===== src/rtl/icpu_pkg.sv =====
package icpu_pkg;
  localparam int ID_W   = 10;
  localparam int MASK_W = 10;
  localparam int DATA_W = 32;
  localparam int ADDR_W = 5;
  localparam logic [ID_W-1:0] NO_ID = 10'd1023;

  localparam logic [ADDR_W-1:0] OFS_CTRL = 5'h00;
  localparam logic [ADDR_W-1:0] OFS_MASK = 5'h04;
  localparam logic [ADDR_W-1:0] OFS_BPT  = 5'h08;
  localparam logic [ADDR_W-1:0] OFS_ACK  = 5'h0C;
  localparam logic [ADDR_W-1:0] OFS_EOI  = 5'h10;
  localparam logic [ADDR_W-1:0] OFS_RUN  = 5'h14;
  localparam logic [ADDR_W-1:0] OFS_HPI  = 5'h18;
endpackage


===== src/rtl/icpu_arb.sv =====
module icpu_arb
  import icpu_pkg::*;
#(
  parameter int NUM_IRQ = 16,
  parameter int PRIO_W  = 8
) (
  input  logic                      dist_en,
  input  logic [NUM_IRQ-1:0]        line_en,
  input  logic [NUM_IRQ-1:0]        line_pend,
  input  logic [NUM_IRQ*PRIO_W-1:0] line_prio,
  output logic                      best_valid,
  output logic [ID_W-1:0]           best_id,
  output logic [PRIO_W-1:0]         best_prio
);
  logic [NUM_IRQ-1:0] qual;
  logic [PRIO_W-1:0]  prio_arr [NUM_IRQ];

  for (genvar g = 0; g < NUM_IRQ; g++) begin : g_line
    assign qual[g]     = dist_en & line_en[g] & line_pend[g];
    assign prio_arr[g] = line_prio[g*PRIO_W +: PRIO_W];
  end

  // Ascending scan with strict compare: ties keep the lower index.
  always_comb begin
    best_valid = 1'b0;
    best_id    = NO_ID;
    best_prio  = '1;
    for (int i = 0; i < NUM_IRQ; i++) begin
      if (qual[i] && (!best_valid || prio_arr[i] < best_prio)) begin
        best_valid = 1'b1;
        best_id    = ID_W'(i);
        best_prio  = prio_arr[i];
      end
    end
  end
endmodule


===== src/rtl/icpu_state.sv =====
module icpu_state
  import icpu_pkg::*;
#(
  parameter int PRIO_W = 8,
  localparam int RUN_W = PRIO_W + 1
) (
  input  logic               clk,
  input  logic               rst_n,
  input  logic               ctrl_wr,
  input  logic               mask_wr,
  input  logic [DATA_W-1:0]  wdata,
  input  logic               ack_take,
  input  logic [ID_W-1:0]    ack_id,
  input  logic [PRIO_W-1:0]  ack_prio,
  input  logic               ack_edge,
  input  logic               eoi_wr,
  output logic               cpu_en,
  output logic [MASK_W-1:0]  prio_mask,
  output logic [RUN_W-1:0]   run_prio,
  output logic [ID_W-1:0]    run_id,
  output logic               sa_valid,
  output logic [ID_W-1:0]    sa_id,
  output logic               cp_valid,
  output logic [ID_W-1:0]    cp_id
);
  localparam logic [RUN_W-1:0] IDLE_PRIO = {1'b1, {PRIO_W{1'b0}}};

  logic eoi_hit;
  assign eoi_hit = eoi_wr && (wdata[ID_W-1:0] == run_id);

  always_ff @(posedge clk) begin
    if (!rst_n) begin
      cpu_en    <= 1'b0;
      prio_mask <= MASK_W'(8'hF0);
      run_prio  <= IDLE_PRIO;
      run_id    <= NO_ID;
      sa_valid  <= 1'b0;
      sa_id     <= NO_ID;
      cp_valid  <= 1'b0;
      cp_id     <= NO_ID;
    end else begin
      sa_valid <= 1'b0;
      cp_valid <= 1'b0;
      if (ctrl_wr) cpu_en <= wdata[0];
      if (mask_wr) prio_mask <= wdata[MASK_W-1:0];
      if (ack_take) begin
        run_prio <= {1'b0, ack_prio};
        run_id   <= ack_id;
        sa_valid <= 1'b1;
        sa_id    <= ack_id;
        cp_valid <= ack_edge;
        cp_id    <= ack_id;
      end else if (eoi_hit) begin
        run_prio <= IDLE_PRIO;
        run_id   <= NO_ID;
      end
    end
  end
endmodule


===== src/rtl/icpu_top.sv =====
module icpu_top
  import icpu_pkg::*;
#(
  parameter int NUM_IRQ = 16,
  parameter int PRIO_W  = 8
) (
  input  logic                      clk,
  input  logic                      rst_n,
  input  logic                      acc_valid,
  input  logic                      acc_write,
  input  logic [4:0]                acc_addr,
  input  logic [31:0]               acc_wdata,
  output logic                      rsp_valid,
  output logic [31:0]               rsp_rdata,
  output logic                      rsp_err,
  input  logic                      dist_en,
  input  logic [NUM_IRQ-1:0]        line_en,
  input  logic [NUM_IRQ-1:0]        line_pend,
  input  logic [NUM_IRQ-1:0]        line_edge,
  input  logic [NUM_IRQ*PRIO_W-1:0] line_prio,
  output logic                      irq_out,
  output logic                      set_active_valid,
  output logic [9:0]                set_active_id,
  output logic                      clr_pend_valid,
  output logic [9:0]                clr_pend_id
);
  localparam int RUN_W = PRIO_W + 1;
  localparam int IDX_W = (NUM_IRQ > 1) ? $clog2(NUM_IRQ) : 1;

  logic              best_valid;
  logic [ID_W-1:0]   best_id;
  logic [PRIO_W-1:0] best_prio;
  logic              cpu_en;
  logic [MASK_W-1:0] prio_mask;
  logic [RUN_W-1:0]  run_prio;
  logic [ID_W-1:0]   run_id;

  icpu_arb #(.NUM_IRQ(NUM_IRQ), .PRIO_W(PRIO_W)) u_arb (
    .dist_en    (dist_en),
    .line_en    (line_en),
    .line_pend  (line_pend),
    .line_prio  (line_prio),
    .best_valid (best_valid),
    .best_id    (best_id),
    .best_prio  (best_prio)
  );

  // Request: beats both the mask and the level being serviced.
  assign irq_out = cpu_en && best_valid
                && (MASK_W'(best_prio) < prio_mask)
                && ({1'b0, best_prio} < run_prio);

  // Access decode.
  logic rd_legal, wr_legal, acc_err;
  always_comb begin
    unique case (acc_addr)
      OFS_CTRL, OFS_MASK, OFS_BPT, OFS_ACK, OFS_RUN, OFS_HPI: rd_legal = 1'b1;
      default: rd_legal = 1'b0;
    endcase
    unique case (acc_addr)
      OFS_CTRL, OFS_MASK, OFS_BPT, OFS_EOI: wr_legal = 1'b1;
      default: wr_legal = 1'b0;
    endcase
  end
  assign acc_err = acc_valid && !(acc_write ? wr_legal : rd_legal);

  logic wr_ok, rd_ok;
  assign wr_ok = acc_valid && acc_write && wr_legal;
  assign rd_ok = acc_valid && !acc_write && rd_legal;

  logic ack_rd, ack_take, ack_edge;
  assign ack_rd   = rd_ok && (acc_addr == OFS_ACK);
  assign ack_take = ack_rd && irq_out;
  assign ack_edge = line_edge[best_id[IDX_W-1:0]];

  icpu_state #(.PRIO_W(PRIO_W)) u_state (
    .clk       (clk),
    .rst_n     (rst_n),
    .ctrl_wr   (wr_ok && acc_addr == OFS_CTRL),
    .mask_wr   (wr_ok && acc_addr == OFS_MASK),
    .wdata     (acc_wdata),
    .ack_take  (ack_take),
    .ack_id    (best_id),
    .ack_prio  (best_prio),
    .ack_edge  (ack_edge),
    .eoi_wr    (wr_ok && acc_addr == OFS_EOI),
    .cpu_en    (cpu_en),
    .prio_mask (prio_mask),
    .run_prio  (run_prio),
    .run_id    (run_id),
    .sa_valid  (set_active_valid),
    .sa_id     (set_active_id),
    .cp_valid  (clr_pend_valid),
    .cp_id     (clr_pend_id)
  );

  // Read mux.
  logic [DATA_W-1:0] rd_mux;
  always_comb begin
    rd_mux = '0;
    if (rd_ok) begin
      unique case (acc_addr)
        OFS_CTRL: rd_mux = DATA_W'(cpu_en);
        OFS_MASK: rd_mux = DATA_W'(prio_mask);
        OFS_ACK:  rd_mux = DATA_W'(ack_take ? best_id : NO_ID);
        OFS_RUN:  rd_mux = DATA_W'(run_prio);
        OFS_HPI:  rd_mux = DATA_W'(best_valid ? best_id : NO_ID);
        default:  rd_mux = '0;
      endcase
    end
  end

  always_ff @(posedge clk) begin
    if (!rst_n) begin
      rsp_valid <= 1'b0;
      rsp_rdata <= '0;
      rsp_err   <= 1'b0;
    end else begin
      rsp_valid <= acc_valid;
      rsp_rdata <= rd_mux;
      rsp_err   <= acc_err;
    end
  end
endmodule


===== config.mk =====
export PLATFORM = sky130hd
export DESIGN_NAME = icpu_top
export DESIGN_NICKNAME = d
export VERILOG_FILES = /design/src/rtl/icpu_pkg.sv /design/src/rtl/icpu_arb.sv /design/src/rtl/icpu_state.sv /design/src/rtl/icpu_top.sv
export SDC_FILE = /design/constraint.sdc
export NUM_CORES = 1
export LEC_CHECK = 0
export BUFFER_PORTS_ARGS = -buffer_cell sky130_fd_sc_hd__clkbuf_2
export CELL_PAD_IN_SITES_DETAIL_PLACEMENT = 0
export CELL_PAD_IN_SITES_GLOBAL_PLACEMENT = 1
export CORE_MARGIN = 1
export CORE_UTILIZATION = 34
export DETAILED_ROUTE_END_ITERATION = 12
export GPL_ROUTABILITY_DRIVEN = 1
export PLACE_DENSITY_LB_ADDON = 0.1
export SYNTH_ARGS = -nofsm -noshare
export SYNTH_HDL_FRONTEND = slang
export SYNTH_SLANG_ARGS = --single-unit

===== constraint.sdc =====
create_clock -name clk -period 45.7 [get_ports clk]
set_clock_uncertainty 0.05 [all_clocks]
set_input_delay 6.855 -clock clk [delete_from_list [all_inputs] [get_ports clk]]
set_output_delay 6.855 -clock clk [all_outputs]
set_load 0.05 [all_outputs]

Word level (Yosys, flattened, before mapping)
Index checks and enable logic that the tools add are counted.
{ "op_classes": {"n_reduce_logical": 67, "magnitude_cmp": 18, "bitwise": 32, "eq_ne": 7, "muxes": 61} }
{ "ops": {"columns": ["op", "count"], "rows": [
  ["10-bit 2-to-1 mux", 20],
  ["8-bit 2-to-1 mux", 16],
  ["8-bit less-than comparator", 15],
  ["10-bit case mux with 5 select lines", 1],
  ["1-bit AND", 32],
  ["1-bit logical AND", 29],
  ["1-bit 2-to-1 mux", 21],
  ["9-bit 2-to-1 mux", 2],
  ["1-bit logical NOT", 17],
  ["5-bit == test, second input constant", 3],
  ["1-bit logical OR", 15],
  ["10-bit == test", 1],
  ["5-bit by 4-bit == test with 1-bit output, second input constant", 2],
  ["8-bit by 10-bit less-than comparator with 1-bit output", 1],
  ["8-bit by 9-bit less-than comparator with 1-bit output", 1],
  ["6-bit OR reduction", 1],
  ["5-bit by 3-bit == test with 1-bit output, second input constant", 1],
  ["5-bit logical NOT", 1],
  ["4-bit by 5-bit less-than comparator with 1-bit output, second input constant", 1],
  ["1-bit binary-select mux with 4-bit select", 1],
  ["2-bit AND reduction", 2],
  ["4-bit OR reduction", 1],
  ["2-bit nonzero test", 1]
]} }
{ "word_totals": {"output_inout_bits": 57, "regBits": 76, "inputBits": 218} }

Longest topological paths before layout
Gate-level depths: netlist of the first run.
{ "depth": {"depth_word": 69, "mapped_depth": 203, "mapped_depth_nobuf": 187} }

Hierarchy
A second synthesis of the first run with hierarchy kept.
{ "unflattened": {"cells_unflattened": 1161, "hier_area_um2": 8800.9} }
{ "modules_own_cells": {"columns": ["module", "area_per_inst_um2", "n_inst", "cells_each", "seq_area_each_um2"], "rows": [
  ["icpu_arb", 5546.6, 1, 797, 0.0],
  ["icpu_state", 1819.2, 1, 187, 840.8],
  ["icpu_top", 1435.1, 1, 177, 240.2]
]} }

Worst setup path before layout of the first run
OpenSTA, ideal clock, no wires.
{ "synth_path": {"kind": "input to output", "startpoint": "in dist_en", "endpoint": "out irq_out", "t_required_ps": 38795, "arrival_ps": 39197, "n_path_buf": 16, "cell_stages": 189, "path_slack_ps": -402, "cell_sequence": "nand3_1 > nor2_1 > ha_1 > nand2_1 > nor2_1 > nand4b_4 > a22oi_4 > clkbuf_1 > nor2_1 > a21oi_1 > inv_1 > ha_1 > a21oi_1 > o2111ai_1 > a31oi_1 > o2111ai_1 > a221o_2 > nand2_2 > [... 153 more ...] > a21o_1 > a21oi_1 > nand3_1 > o41a_1 > o21a_1 > buf_2 > buf_2 > a21oi_1 > ha_1 > a21oi_1 > nor2b_1 > o21ai_0 > nand2b_1 > a21oi_1 > o221ai_1 > a311oi_1 > o21ai_1 > inv_1"} }
{ "synth_between": {"elab_chain_len": 66} }
{ "synth_rtl": {"columns": ["item", "line_no", "source"], "rows": [
  ["start: declaration", "icpu_top.sv:16", "input logic dist_en,"],
  ["1-bit AND (2 in a row)", "icpu_arb.sv:19", "assign qual[g] = dist_en & line_en[g] & line_pend[g];"],
  ["8-bit 2-to-1 mux or 1-bit 2-to-1 mux (tied branches)", "icpu_arb.sv:29", "if (qual[i] && (!best_valid || prio_arr[i] < best_prio)) begin"],
  ["8-bit less-than comparator or 1-bit logical NOT (tied branches)", "icpu_arb.sv:29", null],
  ["1-bit logical OR", "icpu_arb.sv:29", null],
  ["1-bit logical AND", "icpu_arb.sv:29", null],
  ["8-bit 2-to-1 mux or 1-bit 2-to-1 mux (tied branches)", "icpu_arb.sv:29", null],
  ["8-bit less-than comparator or 1-bit logical NOT (tied branches)", "icpu_arb.sv:29", null],
  ["1-bit logical OR", "icpu_arb.sv:29", null],
  ["[... 49 more ...]", null, null],
  ["8-bit 2-to-1 mux or 1-bit 2-to-1 mux (tied branches)", "icpu_arb.sv:29", null],
  ["8-bit less-than comparator or 1-bit logical NOT (tied branches)", "icpu_arb.sv:29", null],
  ["1-bit logical OR", "icpu_arb.sv:29", null],
  ["1-bit logical AND", "icpu_arb.sv:29", null],
  ["8-bit 2-to-1 mux or 1-bit 2-to-1 mux (tied branches)", "icpu_arb.sv:29", null],
  ["8-bit by 10-bit less-than comparator with 1-bit output or 1-bit logical AND (tied branches)", "icpu_top.sv:50, icpu_top.sv:49", null],
  ["1-bit logical AND", "icpu_top.sv:50", "&& (MASK_W'(best_prio) < prio_mask)"],
  ["1-bit logical AND *", "icpu_top.sv:51", "&& ({1'b0, best_prio} < run_prio);"],
  ["end: declaration", "icpu_top.sv:21", "output logic irq_out,"]
]} }
Every way passes the cells marked *; elsewhere a longest branch is shown, timed or not.

Worst setup path after layout of the first run
{ "layout_path": {"startpoint": "in line_pend[0]", "endpoint": "out irq_out"} }
{ "layout_between": {"elab_chain_len": 65} }
{ "layout_rtl": {"columns": ["item", "line_no", "source"], "rows": [
  ["start: declaration", "icpu_top.sv:18", "input logic [NUM_IRQ-1:0] line_pend,"],
  ["1-bit AND *", "icpu_arb.sv:19", null],
  ["8-bit 2-to-1 mux or 1-bit 2-to-1 mux (tied branches)", "icpu_arb.sv:29", null],
  ["8-bit less-than comparator or 1-bit logical NOT (tied branches)", "icpu_arb.sv:29", null],
  ["1-bit logical OR", "icpu_arb.sv:29", null],
  ["1-bit logical AND", "icpu_arb.sv:29", null],
  ["8-bit 2-to-1 mux or 1-bit 2-to-1 mux (tied branches)", "icpu_arb.sv:29", null],
  ["8-bit less-than comparator or 1-bit logical NOT (tied branches)", "icpu_arb.sv:29", null],
  ["1-bit logical OR", "icpu_arb.sv:29", null],
  ["[... 49 more ...]", null, null],
  ["8-bit 2-to-1 mux or 1-bit 2-to-1 mux (tied branches)", "icpu_arb.sv:29", null],
  ["8-bit less-than comparator or 1-bit logical NOT (tied branches)", "icpu_arb.sv:29", null],
  ["1-bit logical OR", "icpu_arb.sv:29", null],
  ["1-bit logical AND", "icpu_arb.sv:29", null],
  ["8-bit 2-to-1 mux or 1-bit 2-to-1 mux (tied branches)", "icpu_arb.sv:29", null],
  ["8-bit by 10-bit less-than comparator with 1-bit output or 1-bit logical AND (tied branches)", "icpu_top.sv:50, icpu_top.sv:49", null],
  ["1-bit logical AND", "icpu_top.sv:50", null],
  ["1-bit logical AND *", "icpu_top.sv:51", null]
]} }
Marks and branches as above.

==> flow_summary.ini, run 1 <==
[finish]
final_cells = 1923
nets = 1904
drive_gt1_share_pct = 33.2
area_growth_pct = 32.6
antennaDiodeCount = 0

[worst_setup_path]
cp_slowest_cell = o41a_1
crit_type = input pin to primary output
arrival_ps = 36660
crit_path_frequent_cell = ha_1
crit_path_end_kind = primary output
critPathMaxFanout = 8
cp_data_required_time_ps = 38790
max_stage_delay_ps = 490
startpoint_type = input pin

[clocking]
cts_tree = done
cts_max_level = 2
clockBufferDepth = 2
root_buffer = clkbuf_16
cts_sinks = 44
cts_buffers = 5
path_clk_slew_ps = 60
insertion_delay_ps = 280

[placed_design]
dp_slack_ps = 82.0
gp_congestion = 0.836
port_buffers = 230
dpl.hpwl_mm = 24.3
dp_cells = 1894

[run]
drv_cap = 0

[yosys]
synth_area_leaders = ha_1, dfxtp_1, nand2_1, a21oi_1, inv_1
syn_avg_cell_area_sq_um = 6.94
synth_top_area_share_pct = 13.3
yosysSeqAreaShare_pct = 10.1
netlist_area_sq_um = 8750
syn_inst = 1260
synth_largest_area_cell = ha_1
synth_edf_count = 0
ys.flop_type = dfxtp_1
async_flop_share_pct = 0
ys_ff_latch = 44
yosysUniqueCellTypes = 98
yosysWarnings = 0

[sta]
hold_slack_ps = 429
finalSetupTns_ps = 0
finalSetupViolCount = 0
slew_headroom_pct = 35.5
max_clock_freq_mhz = 23.0
hold_viol = 0
fin_crit_ps = 43570
timing.final.crit_share_pct = 95.3
drv_slew = 0
worst_pin_slew_ps = 967
finalWorstSetupSlack_ps = 2130

[floorplan]
core_sq_um = 25200
die_h_um = 162
die_x_um = 162
io_pins = 275
floorplan.initialDensity_pct = 34.7
dieArea_sq_um = 26400
fp-row-count = 58

[power_and_ir_drop]
p_leak_nw = 5.67
peakVddDrop_mv = 0.0213
cellPowerDensity_nw_per_um2 = 25.5
power.total_uw = 295

[global_route]
grt_use_total_pct = 20.7
grt_overflow = 0
grt_max_degree = 32
antenna_found_initial = 1
grt_pass1_wl_mm = 45.0
grt_pass1_vias = 9158

[hold_path]
worst_hold_path_type = flop to flop

[route]
ant_nets = 0
totalWireLength_mm = 28.6
drt_iter0_drc = 449
vias_per_cell = 5.18
vias = 9954
wl_per_cell_um = 14.9
route.detailed.drc = 0
drtPass1Iterations = 5

[outcome]
status = finished, final reports clean
critical path, delay by kind of cell:
kind | cells | cell delay (ps)
buffers and inverters | 23 | 2250
adders and majority gates | 16 | 4330
muxes | 9 | 2690
and+or+nand+nor | 55 | 7160
AOI/OAI and AO/OA | 75 | 13350
timing repair:
action / CTS / global route
endpoints found under the setup margin: 1 / 1
buffers inserted: 0 / 20
cloned: 0 / 2
hold buffers: 0 / 0
resized for setup: 1 / 76
pin swaps: 0 / 31
cells by family (layout without fill, tap and decap cells):
| group | count (synthesis) | after routing | synth area share [%] |
|---|---|---|---|
| simple gates | 456 | 457 | 25.1 |
| compound gates | 379 | 380 | 30.3 |
| buf+inv | 197 | 507 | 10.3 |
| fa+ha+maj | 100 | 100 | 14.1 |
| mux | 70 | 70 | 8.80 |
| flops | 44 | 44 | 10.1 |
| xor+xnor | 13 | 13 | 1.30 |
| other cells | 1 | 22 | 0.0429 |
metrics by stage:
| step | utilization [%] | instance area (sq um) |
|---|---|---|
| finish | 46.0 | 11600 |
| global route | 46.0 | 11600 |
| CTS | 44.2 | 11100 |
| detailed placement | 43.5 | 10900 |
| global placement | 43.5 | 10900 |
| floorplan | - | 8830 |
Yosys cell counts, types with 11 or more instances:
| library cell | instances |
|---|---|
| mux2_2 | 40 |
| a21oi_1 | 99 |
| xnor2_1 | 11 |
| buf_4 | 39 |
| nand2_1 | 141 |
| o21ai_0 | 61 |
| inv_1 | 122 |
| mux2i_1 | 25 |
| nor3_1 | 23 |
| and2_1 | 15 |
| dfxtp_1 | 44 |
| and3_1 | 14 |
| nand2b_1 | 12 |
| a21boi_0 | 13 |
| a211oi_1 | 13 |
| nor2b_1 | 18 |
| a21o_1 | 36 |
| ha_1 | 93 |
| o211ai_1 | 13 |
| a31oi_1 | 14 |
| nand4_1 | 19 |
| o21ai_1 | 15 |
| clkbuf_1 | 29 |
| nand3_1 | 45 |
| nor2_1 | 116 |
where the power goes:
part | leakage [nW] | internal (mW) | switching, mW | total [mW]
logic | 5.22 | 0.100 | 0.111 | 0.211
clock network | 0.0899 | 0.0310 | 0.0148 | 0.0458
registers | 0.355 | 0.0385 | 0.0000555 | 0.0386
total | 5.67 | 0.170 | 0.126 | 0.295
sequential cells by signal, indices dropped and copies added (netlist names):
signal	count
u_state.cpu_en	1
u_state.sa_valid	1
u_state.sa_id	5
u_state.cp_valid	1
rsp_valid	1
rsp_rdata	10
rsp_err	1
u_state.run_id	5
u_state.run_prio	9
u_state.prio_mask	10
layout by cell type, fill, tap and decap left out, drive strengths merged, types with 7 or more instances in the layout:
| cell type | n |
|---|---|
| nor4 | 9 |
| o21a | 8 |
| o22ai | 8 |
| buf | 149 |
| clkbuf | 234 |
| maj3 | 7 |
| nand2b | 12 |
| a21oi | 103 |
| nor2b | 18 |
| conb | 22 |
| a31oi | 14 |
| and3 | 14 |
| dfxtp | 44 |
| o21ai | 76 |
| o2111ai | 7 |
| nand4 | 19 |
| o221ai | 8 |
| a21boi | 23 |
| o211ai | 15 |
| a211oi | 17 |
| mux2i | 27 |
| a21o | 36 |
| or3 | 9 |
| nand3 | 46 |
| and2 | 15 |
| or2 | 7 |
| nor2 | 118 |
| nand2 | 143 |
| mux2 | 43 |
| nor3 | 23 |
| ha | 93 |
| xnor2 | 11 |
| inv | 122 |
per-layer routing:
metal  routed length [um]  GRT usage (%)  vias up
li1                     -              -     5194
met5                   12              0        -
met4                  147           1.67        2
met3                 1220           2.11       13
met1                13700           28.3     4529
met2                13500           36.2      216
worst paths after layout:
path,start,end,slack (ps),cells after the start
max,line_pend[0],irq_out,2130,178
min,u_state.prio_mask[1],u_state.prio_mask[1],430,2
max reg2reg,u_state.prio_mask[3],rsp_rdata[8],42340,14
min reg2reg,u_state.prio_mask[1],u_state.prio_mask[1],430,2
cell type report:
class                   instances  area, sq um
clock buffers                   5          125
clock inverters                 2         60.1
fillers                      2686        13600
inverters                     122          458
multi-input cells            1042         7360
flip-flops and latches         44          881
well taps                     330          413
repair buffers                378         2300
(Power assumes the default switching activity.)
==> run 2: changes to the inputs <==
--- a/config.mk
+++ b/config.mk
@@ -8,6 +8,7 @@
 export BUFFER_PORTS_ARGS = -buffer_cell sky130_fd_sc_hd__clkbuf_2
 export CELL_PAD_IN_SITES_DETAIL_PLACEMENT = 0
 export CELL_PAD_IN_SITES_GLOBAL_PLACEMENT = 1
+export CORE_ASPECT_RATIO = 1.2
 export CORE_MARGIN = 1
 export CORE_UTILIZATION = 34
 export DETAILED_ROUTE_END_ITERATION = 12
==> run 2 against run 1 <==
Against the previous run: fmax fell by 0.87%; count of clock-buffer cells in the layout rose by 2; via count rose by 2.1%; final area rose by 3.0%; critical path type unchanged; largest power group unchanged.
==> flow_summary.ini, run 2 (same netlist as run 1, synthesis figures left out) <==
[route]
wl_per_cell_um = 15.4
vias = 10164
vias_per_cell = 5.22
ant_nets = 0
totalWireLength_mm = 29.9
drtPass1Iterations = 6
drt_iter0_drc = 416
route.detailed.drc = 0

[worst_setup_path]
critPathMaxFanout = 23
crit_type = input pin to primary output
startpoint_type = input pin
crit_path_frequent_cell = a21o_1
cp_data_required_time_ps = 38790
crit_path_end_kind = primary output
arrival_ps = 37040
cp_slowest_cell = o41a_1
max_stage_delay_ps = 500

[clocking]
clockBufferDepth = 2
cts_sinks = 44
cts_max_level = 2
cts_tree = done
cts_buffers = 5
path_clk_slew_ps = 60
insertion_delay_ps = 280
root_buffer = clkbuf_16

[outcome]
status = finished, final reports clean

[sta]
finalSetupViolCount = 0
slew_headroom_pct = 32.0
drv_slew = 0
fin_crit_ps = 43950
timing.final.crit_share_pct = 96.2
worst_pin_slew_ps = 1020
hold_viol = 0
max_clock_freq_mhz = 22.8
finalWorstSetupSlack_ps = 1750

[finish]
drive_gt1_share_pct = 35.9
fillers = 2684
multi_input_area_sq_um = 7510
mostFrequentLayoutCell = clkbuf_2
fin_util_pct = 47.8
stdcell_area_sq_um = 11900
mostFrequentLayoutCells = clkbuf_2, buf_4, nand2_1
nets = 1932
top_regs = rsp_rdata (10), u_state.prio_mask (10), u_state.run_prio (9)
area_growth_pct = 36.5
seq_area_sq_um = 881
antennaDiodeCount = 0

[global_route]
grt_max_degree = 32
grt_pass1_vias = 9533
antenna_found_initial = 0
grt_overflow = 0
grt_pass1_wl_mm = 45.9
grt_use_total_pct = 21.3

[placed_design]
placed_area_sq_um = 11100
dp_slack_ps = -100
port_buffers = 230
dpl.hpwl_mm = 24.7
gp_congestion = 0.876

[floorplan]
io_pins = 275
fp-row-count = 63
floorplan.initialDensity_pct = 35.0
die_x_um = 148
dieArea_sq_um = 26400
die_h_um = 178
core_sq_um = 25000

[power_and_ir_drop]
cellPowerDensity_nw_per_um2 = 25.4
p_leak_nw = 5.80
peakVddDrop_mv = 0.0146

[hold_path]
worst_hold_path_type = flop to flop

[run]
drv_cap = 0
## run 2: changes by cell type in the layout (fill, tap and decap cells not counted), sizes merged
cell / delta
buf: +28
bufinv: -1
clkbuf: +2
## run 2: final timing paths
check	start	to	slack [ps]	depth (start not counted)
worst max-delay path	dist_en	irq_out	1750	178
worst min-delay path	u_state.prio_mask[3]	u_state.prio_mask[3]	430	2
worst max register to register	u_state.prio_mask[3]	rsp_rdata[9]	42240	14
worst min register to register	u_state.prio_mask[3]	u_state.prio_mask[3]	430	2
## run 2: per-layer routing
| layer | share of wire (%) | track usage, % | vias to the layer above | routed length, um |
|---|---|---|---|---|
| li1 | - | - | 5248 | - |
| met1 | 45 | 26.9 | 4680 | 13500 |
| met2 | 51 | 39.6 | 216 | 15100 |
| met3 | 3.2 | 1.31 | 20 | 968 |
| met4 | 0.98 | 3.31 | 0 | 293 |
| met5 | 0 | 0 | - | 0 |
## run 2: layout make-up
type	count	share of cell area (%)
clock inverter	1	0.251
clock buffer	7	1.28
inverter	122	3.83
tap	325	3.40
multi-input combinational	1042	62.9
sequential	44	7.38
timing repair buffer	406	21.0
## run 2: repair_timing
item                       in CTS  in global routing
buffers inserted                1                 29
pin swaps                       1                 53
cloned                          0                  2
setup endpoints to repair       1                  1
resized for setup               5                110
hold endpoints to repair        0                  0
hold buffers                    0                  0
## run 2: where the power goes
part	switching, mW	internal, mW	total [mW]
clock network	0.0151	0.0288	0.0439
registers	0.0000523	0.0385	0.0385
logic	0.115	0.105	0.220
total	0.130	0.173	0.303
## run 2: worst max-delay path: cells and delay by family
kind	cells	cell delay, ps
and+or+nand+nor	52	7420
adders and majority gates	15	3910
AOI/OAI and AO/OA	74	13040
muxes	10	2820
buffers and inverters	27	2910
## run 2: per-stage QoR
stage	total power [mW]	hold WS, ps	cells	setup TNS, ps
final	0.303	426	1947	0
after CTS	0.289	432	1916	0
after detailed placement	0.243	424	1907	-100
after floorplan	0.166	394	1281	0
after global placement	0.242	411	1907	-13.4
after global routing	0.331	455	1947	-254
==> run 3: changes to the inputs <==
--- a/config.mk
+++ b/config.mk
@@ -5,6 +5,7 @@
 export SDC_FILE = /design/constraint.sdc
 export NUM_CORES = 1
 export LEC_CHECK = 0
+export ABC_CLOCK_PERIOD_IN_PS = 45700
 export BUFFER_PORTS_ARGS = -buffer_cell sky130_fd_sc_hd__clkbuf_2
 export CELL_PAD_IN_SITES_DETAIL_PLACEMENT = 0
 export CELL_PAD_IN_SITES_GLOBAL_PLACEMENT = 1
@@ -14,6 +15,7 @@
 export DETAILED_ROUTE_END_ITERATION = 12
 export GPL_ROUTABILITY_DRIVEN = 1
 export PLACE_DENSITY_LB_ADDON = 0.1
+export REMOVE_ABC_BUFFERS = 1
 export SYNTH_ARGS = -nofsm -noshare
 export SYNTH_HDL_FRONTEND = slang
 export SYNTH_SLANG_ARGS = --single-unit
==> run 3 against run 2 <==
Against the previous run: fmax is 0.40% higher; combinational power hardly changed; via count is 0.71% lower; setup slack better by 180 ps; global-route usage is 0.12 points higher; hold slack worse by 0.80 ps; sequential power hardly changed; core utilization is 0.51 points lower; clock power is 4.8% lower; final area is 1.1% lower; critical endpoint unchanged; largest power group unchanged.
==> flow_summary.ini, run 3 (same netlist as run 1, synthesis figures left out) <==
[outcome]
status = finished, final reports clean

[floorplan]
die_x_um = 148
floorplan.initialDensity_pct = 35.0
dieArea_sq_um = 26400
io_pins = 275
die_h_um = 178
fp-row-count = 63
core_sq_um = 25000

[route]
drt_iter0_drc = 425
vias = 10092
wl_per_cell_um = 15.3
totalWireLength_mm = 29.6
drtPass1Iterations = 5
route.detailed.drc = 0
ant_nets = 0
vias_per_cell = 5.21

[power_and_ir_drop]
internal-power_uw = 168
peakVddDrop_mv = 0.0151
p_sw_share_pct = 43.6
p_sw_uw = 130
pwr-share-seq_pct = 12.9
cellPowerDensity_nw_per_um2 = 25.2
power_frac_clock_pct = 14.0
pwr-share-comb_pct = 73.0
p_leak_nw = 5.75

[finish]
top_regs = rsp_rdata (10), u_state.prio_mask (10), u_state.run_prio (9)
mostFrequentLayoutCell = clkbuf_2
nets = 1922
mostFrequentLayoutCells = clkbuf_2, buf_4, nand2_1
stdcell_area_sq_um = 11800
antennaDiodeCount = 0
drive_gt1_share_pct = 35.1
area_growth_pct = 35.1
fillers = 2683

[worst_setup_path]
startpoint_type = input pin
arrival_ps = 36870
critPathMaxFanout = 8
crit_type = input pin to primary output
cp_slowest_cell = o41a_1
max_stage_delay_ps = 480
cp_data_required_time_ps = 38790
crit_path_end_kind = primary output

[hold_path]
worst_hold_path_type = flop to flop

[clocking]
cts_tree = done
cts_max_level = 2
clockBufferDepth = 2
root_buffer = clkbuf_16
cts_sinks = 44
cts_buffers = 5
ctsHoldBuffers = 0
path_clk_slew_ps = 60
insertion_delay_ps = 290

[global_route]
grt_pass1_wl_mm = 46.4
grt_max_degree = 32
grt_use_total_pct = 21.4
grt_overflow = 0
grt_pass1_vias = 9633
antenna_found_initial = 0

[run]
drv_cap = 0

[placed_design]
gp_congestion = 0.891
dpl.hpwl_mm = 24.7
placed_area_sq_um = 11000
port_buffers = 230

[sta]
worst_pin_slew_ps = 987
finalSetupViolCount = 0
max_clock_freq_mhz = 22.8
slew_headroom_pct = 34.2
hold_viol = 0
fin_crit_ps = 43770
hold_slack_ps = 426
timing.final.crit_share_pct = 95.8
finalSetupTns_ps = 0
drv_slew = 0
run 3: changes by cell type in the layout (fill, tap and decap cells not counted), sizes merged:
| cell | change |
|---|---|
| inv | +1 |
| clkinvlp | +1 |
| buf | -9 |
| clkbuf | -3 |
run 3: critical path, delay by kind of cell:
family / cells / cell delay [ps]
buffers and inverters: 34 / 3780
and+or+nand+nor: 50 / 6800
muxes: 10 / 2620
AOI/OAI and AO/OA: 69 / 12400
adders and majority gates: 16 / 4330
run 3: final timing paths:
kind	cells past startpoint	to	from	slack (ps)
setup / recovery	179	irq_out	dist_en	1930
hold / removal	2	u_state.prio_mask[2]	u_state.prio_mask[2]	430
setup reg to reg	14	rsp_rdata[8]	u_state.prio_mask[3]	42200
hold reg to reg	2	u_state.prio_mask[2]	u_state.prio_mask[2]	430
run 3: metal layers:
metal  up-vias  wire length, um  track usage, %
met2       193            14800            39.2
li1       5229                -               -
met5         -                0               0
met3        20              872            1.70
met4         0              306            4.30
met1      4650            13600            27.0
run 3: power groups by stage:
stage | Clock (mW) | Sequential [mW] | Combinational (mW)
floorplan | 0 | 0.0398 | 0.122
global placement | 0 | 0.0394 | 0.202
detailed placement | 0 | 0.0394 | 0.204
CTS | 0.0428 | 0.0385 | 0.206
global route | 0.0442 | 0.0385 | 0.244
finish | 0.0418 | 0.0385 | 0.218
run 3: timing repair:
action	4_1_cts	5_1_grt
setup buffers	1	21
resized for setup	6	106
endpoints found under the setup margin	1	1
gates cloned	0	2
pin swaps	1	37
run 3: cell type report:
type	count	area [sq um]	area share, %
Multi-Input combinational cell	1042	7470	63.2
Timing Repair Buffer	396	2430	20.5
Sequential cell	44	881	7.46
Inverter	122	458	3.88
Tap cell	325	407	3.44
Clock buffer	5	125	1.06
Clock inverter	3	46.3	0.392
run 3: per-stage QoR:
step                      power [mW]  std cells  setup slack [ps]  utilization, %
final                          0.298       1937              1930            47.3
after detailed placement       0.243       1905              -308            44.2
after global placement         0.242       1905             -23.9            44.2
after CTS                      0.287       1914              60.8            45.0
after floorplan                0.162       1206               617               -
after global routing           0.327       1937              -137            47.3
